## src/rtl/dma_arb_pkg.sv

```systemverilog
package dma_arb_pkg;
  typedef enum logic {
    CPU_PORT0 = 1'b0,
    CPU_PORT1 = 1'b1
  } cpu_port_e;

  localparam int unsigned EXT_CHANS = 2;
endpackage

```

## src/rtl/dma_arb_port_map.sv

```systemverilog
module dma_arb_port_map #(
  parameter int unsigned N_INJ = 6,
  localparam int unsigned NCH = N_INJ + dma_arb_pkg::EXT_CHANS
) (
  input  logic [NCH-1:0]   req_i,
  input  logic [N_INJ-1:0] inj_port_i,
  output logic [NCH-1:0]   req_p0_o,
  output logic [NCH-1:0]   req_p1_o
);
  logic [NCH-1:0] ch_port;

  // Port membership of every channel: injection from config, extraction fixed.
  for (genvar c = 0; c < NCH; c++) begin : g_map
    if (c < N_INJ) begin : g_inj
      assign ch_port[c] = inj_port_i[c];
    end else if (c == N_INJ) begin : g_ext0
      assign ch_port[c] = dma_arb_pkg::CPU_PORT0;
    end else begin : g_ext1
      assign ch_port[c] = dma_arb_pkg::CPU_PORT1;
    end
  end

  assign req_p0_o = req_i & ~ch_port;
  assign req_p1_o = req_i &  ch_port;
endmodule

```

## src/rtl/dma_arb_hi_pick.sv

```systemverilog
module dma_arb_hi_pick #(
  parameter int unsigned W = 8
) (
  input  logic [W-1:0] vec_i,
  output logic [W-1:0] onehot_o,
  output logic         any_o
);
  // Highest index wins. Extraction channels carry the top indices, so
  // this single scan orders extraction above injection as well.
  always_comb begin
    onehot_o = '0;
    any_o    = 1'b0;
    for (int i = W - 1; i >= 0; i--) begin
      if (vec_i[i] && !any_o) begin
        onehot_o[i] = 1'b1;
        any_o       = 1'b1;
      end
    end
  end
endmodule

```

## src/rtl/dma_arb_fair_sel.sv

```systemverilog
module dma_arb_fair_sel (
  input  logic any_p0_i,
  input  logic any_p1_i,
  input  logic pref_i,
  output logic sel_port_o,
  output logic sel_any_o
);
  always_comb begin
    sel_any_o = any_p0_i | any_p1_i;
    if (pref_i == dma_arb_pkg::CPU_PORT1) begin
      sel_port_o = any_p1_i ? dma_arb_pkg::CPU_PORT1 : dma_arb_pkg::CPU_PORT0;
    end else begin
      sel_port_o = any_p0_i ? dma_arb_pkg::CPU_PORT0 : dma_arb_pkg::CPU_PORT1;
    end
  end
endmodule

```

## src/rtl/dma_chan_arb.sv

```systemverilog
module dma_chan_arb #(
  parameter int unsigned N_INJ = 6,
  localparam int unsigned NCH = N_INJ + dma_arb_pkg::EXT_CHANS
) (
  input  logic             clk,
  input  logic             rst_n,
  input  logic [NCH-1:0]   req_i,
  input  logic             xfer_i,
  input  logic [NCH-1:0]   eof_i,
  input  logic [N_INJ-1:0] inj_port_i,
  output logic [NCH-1:0]   gnt_o,
  output logic             gnt_port_o
);
  // Reset: asserted asynchronously, released on a clock edge.
  logic [1:0] rst_sync_q;
  logic       rst_int_n;

  always_ff @(posedge clk or negedge rst_n) begin
    if (!rst_n) rst_sync_q <= 2'b00;
    else        rst_sync_q <= {rst_sync_q[0], 1'b1};
  end
  assign rst_int_n = rst_sync_q[1];

  // Request split per port
  logic [NCH-1:0] req_p0, req_p1;
  logic [NCH-1:0] pick_p0, pick_p1;
  logic           any_p0, any_p1;

  dma_arb_port_map #(.N_INJ(N_INJ)) u_map (
    .req_i      (req_i),
    .inj_port_i (inj_port_i),
    .req_p0_o   (req_p0),
    .req_p1_o   (req_p1)
  );

  dma_arb_hi_pick #(.W(NCH)) u_pick0 (
    .vec_i(req_p0), .onehot_o(pick_p0), .any_o(any_p0)
  );

  dma_arb_hi_pick #(.W(NCH)) u_pick1 (
    .vec_i(req_p1), .onehot_o(pick_p1), .any_o(any_p1)
  );

  // State
  logic [NCH-1:0] gnt_q, gnt_d;
  logic           port_q, port_d;
  logic           pref_q, pref_d;
  logic           sel_port, sel_any;
  logic           frame_end, decide;

  dma_arb_fair_sel u_fair (
    .any_p0_i  (any_p0),
    .any_p1_i  (any_p1),
    .pref_i    (pref_q),
    .sel_port_o(sel_port),
    .sel_any_o (sel_any)
  );

  assign frame_end = xfer_i && (|(eof_i & gnt_q));
  assign decide    = (gnt_q == '0) || frame_end;

  // Next state
  always_comb begin
    gnt_d  = gnt_q;
    port_d = port_q;
    pref_d = pref_q;
    if (sel_any) begin
      gnt_d  = (sel_port == dma_arb_pkg::CPU_PORT1) ? pick_p1 : pick_p0;
      port_d = sel_port;
      pref_d = ~sel_port;
    end else begin
      gnt_d  = '0;
    end
  end

  // Registers, enabled at decision points only
  always_ff @(posedge clk or negedge rst_int_n) begin
    if (!rst_int_n) begin
      gnt_q  <= '0;
      port_q <= dma_arb_pkg::CPU_PORT0;
      pref_q <= dma_arb_pkg::CPU_PORT0;
    end else if (decide) begin
      gnt_q  <= gnt_d;
      port_q <= port_d;
      pref_q <= pref_d;
    end
  end

  assign gnt_o      = gnt_q;
  assign gnt_port_o = port_q;
endmodule

```

## config.mk

```make
export PLATFORM = sky130hd
export DESIGN_NAME = dma_chan_arb
export DESIGN_NICKNAME = d
export VERILOG_FILES = /design/src/rtl/dma_arb_pkg.sv /design/src/rtl/dma_arb_port_map.sv /design/src/rtl/dma_arb_hi_pick.sv /design/src/rtl/dma_arb_fair_sel.sv /design/src/rtl/dma_chan_arb.sv
export SDC_FILE = /design/constraint.sdc
export NUM_CORES = 1
export LEC_CHECK = 0
export ABC_AREA = 1
export BUFFER_PORTS_ARGS = -buffer_cell sky130_fd_sc_hd__buf_2
export CAP_MARGIN = 20
export CORE_MARGIN = 3
export CORE_UTILIZATION = 35
export CTS_CLUSTER_SIZE = 14
export DETAILED_ROUTE_END_ITERATION = 10
export GPL_TIMING_DRIVEN = 1
export SYNTH_ARGS = -nofsm -noshare
export SYNTH_HDL_FRONTEND = slang
export SYNTH_HIERARCHICAL = 1
export SYNTH_SLANG_ARGS = --single-unit
```

## constraint.sdc

```tcl
create_clock -name clk -period 0.8 [get_ports clk]
set_input_delay 0.16 -clock clk [delete_from_list [all_inputs] [get_ports clk]]
set_output_delay 0.16 -clock clk [all_outputs]
set_load 0.05 [all_outputs]
```

==> impl_metrics.ini <==
[routing]
vias = 1254
highest_layer = met4
drt-total-wl_um = 3065
met3_length_um = 87
drcViolationCount = 0
wl_per_cell_um = 10.91
wl_met2_um = 1596
drt-met1-wl_um = 1351
firstDrtPassIters = 5
drtIter0Drc = 53
antenna_left = 0
vias_per_cell = 4.463

[clocking]
cts-buffers-inserted = 3
cts-root-buf = clkbuf_4
cts_tree = done
cts.sinks = 12
clk_pin_slew_worst_paths_ps = 70
cts-htree-levels = 1
insertion_delay_ps = 270
clockBufferDepth = 2

[logic_synthesis]
post-synth-top-count-cell = nand2_1
synth_common_cells = nand2_1, inv_1, nand3_2, nor2_2, dfrtp_1
synth_seq_area_share_pct = 27.00
async_flop_share_pct = 100.0
synth_area_leaders = dfrtp_1, nand2_1, nand3_2
synth_edf_count = 0
ys.flop_type = dfrtp_1
synth.distinct_cells = 19
yosysTopAreaCellShare_pct = 27.00
syn-cell-area_um2 = 1112
ys_warn_count = 6
synthCells = 169
ys_ff_latch = 12
synth_area_leader_cell = dfrtp_1
avgSynthCellArea_um2 = 6.582

[global_route]
grt_max_degree = 12
grt_antenna_before_repair = 0
grt_pass1_vias = 1258
grt_pass1_wl_um = 5382
gr-total-overflow = 0
grt_use_total_pct = 16.66

[floorplan]
dieArea_um2 = 3891
die_h_um = 62.38
die_w_um = 62.38
std_cell_rows = 19
ioPinCount = 34
start_util_pct = 38.35
coreArea_um2 = 2900

[critical_path]
cp_data_required_time_ps = 1010
start_kind = input port
cp_max_fo = 6
critPathKind = in -> reg
crit_arrival_ps = 1460
endpoint_kind = register

[placement]
place.gp.congestion = 0.7716
dp_hpwl_um = 2090
portBuffers = 33

[worst_hold_path]
hp-class = reg -> async

[finish]
fillerInstances = 231
area_growth_pct = 67.72
diodes = 0
area.sequential_um2 = 310.3
multi_input_area_um2 = 773.2
fin_nets = 265
layout.core_utilization_pct = 64.32
final_layout_size_suffix_gt1_share_pct = 64.44

[sta]
period_share_pct = 156.1
hold-worst-slack_ps = 165.2
tns_ps = -6840
rsz0062_at_grt = true
post-route-min-period_ps = 1249
worst_slack_ps = -448.6
fmax_mhz = 800.9
hold_violations = 0
setup_viol = 19
slew_violations = 0
clock_skew_ps = 1.704

[power_and_ir_drop]
powerDensity_nw_per_um2 = 3016
peakVddDrop_uv = 1831
power_leakage_nw = 0.9760
power_mw = 5.626

[run_status]
violations = negative setup slack
status = finished, violations left

[run]
drv_cap = 0
-- stage by stage --
stage,worst slack [ps],area [µm²],cells
detailed placement,-800.6,1465,262
global placement,-694.9,1465,262
CTS,-420.1,1775,280
floorplan,-505.5,1144,170
finish,-448.6,1866,281
global route,-550.7,1866,281
-- metal layers --
layer | GRT usage (%) | vias up
met5 | 0 | -
met4 | 5.785 | 0
met3 | 3.058 | 4
met2 | 28.23 | 19
met1 | 21.22 | 587
li1 | - | 644
-- repair_timing --
action                                  in CTS  in global routing
hold buffers                                 1                  0
buffers inserted                            10                  2
hold endpoints to repair                     2                  0
cloned                                       3                  0
pin swaps                                    5                 27
endpoints found under the setup margin      19                 19
gates resized for setup                     55                 27
-- cell families (layout without fill, tap and decap cells) --
logic type / after synthesis / in the layout / share of synthesized area (%)
compound gates: 1 / 1 / 0.4495
buf+inv: 37 / 105 / 16.99
flops: 12 / 12 / 27.00
other cells: 2 / 3 / 0.6752
simple gates: 117 / 118 / 54.89
-- layout make-up --
class                           count  share of cell area [%]
Multi-Input combinational cell    122                   41.45
Inverter                           28                   6.170
Clock buffer                        4                   1.945
Tap cell                           42                   2.817
Timing Repair Buffer               72                   30.52
Timing Repair inverter              1                  0.4695
Sequential cell                    12                   16.63
-- critical path, cell delays in order --
cell,delay (ps)
buf_4,120
nand2_2,60
inv_2,30
inv_2,50
nand3_2,90
nor2_2,150
nand4_1,120
nand2_1,110
o21ai_2,70
buf_6,150
inv_8,80
nand2_1,50
nand2_1,80
nand3_2,70
nand2_1,60
-- final timing paths --
path                                          from              endpoint  slack [ps]  cells after the start
max                                  inj_port_i[4]  gnt_o[5]$_DFFE_PN0P_        -450                     15
min                        rst_sync_q[1]$_DFF_PN0_  gnt_o[5]$_DFFE_PN0P_         170                      0
max reg2reg                   gnt_o[5]$_DFFE_PN0P_    pref_q$_DFFE_PN0P_        -450                      6
min reg2reg                rst_sync_q[1]$_DFF_PN0_  gnt_o[5]$_DFFE_PN0P_         170                      0
max in group asynchronous  rst_sync_q[1]$_DFF_PN0_  gnt_o[2]$_DFFE_PN0P_         330                      0
min in group clk                            xfer_i  gnt_o[3]$_DFFE_PN0P_         350                      5
-- cells in the final DEF, fill, tap and decap left out, types with 2 or more instances in the layout --
| cell | netlist | layout |
|---|---|---|
| buf_4 | 7 | 33 |
| inv_1 | 27 | 18 |
| inv_2 | 1 | 8 |
| clkbuf_4 | 0 | 3 |
| nor2_4 | 0 | 2 |
| nand2_1 | 64 | 45 |
| nand2_2 | 1 | 17 |
| nand2_8 | 0 | 2 |
| buf_8 | 0 | 4 |
| buf_2 | 0 | 21 |
| dfrtp_1 | 12 | 4 |
| conb_1 | 2 | 3 |
| nor2_1 | 10 | 6 |
| nor2_2 | 14 | 16 |
| nand2_4 | 2 | 4 |
| buf_6 | 1 | 13 |
| nand4_1 | 4 | 4 |
| nand3_2 | 14 | 14 |
| nor3_1 | 4 | 3 |
| dfrtp_2 | 0 | 8 |
-- where the power goes --
group | switching (mW) | internal (mW) | total (mW) | leakage, nW
Clock | 0.195 | 0.276 | 0.471 | 0.0210
Combinational | 2.45 | 1.61 | 4.06 | 0.812
Sequential | 0.247 | 0.848 | 1.09 | 0.143
Total | 2.89 | 2.73 | 5.63 | 0.976
-- flip-flops by register name (all words and copies together), names as in the netlist --
register,flops
gnt_o,8
rst_sync_q,2
pref_q,1
gnt_port_o,1
No activity file was read; power rests on OpenSTA's default activity.
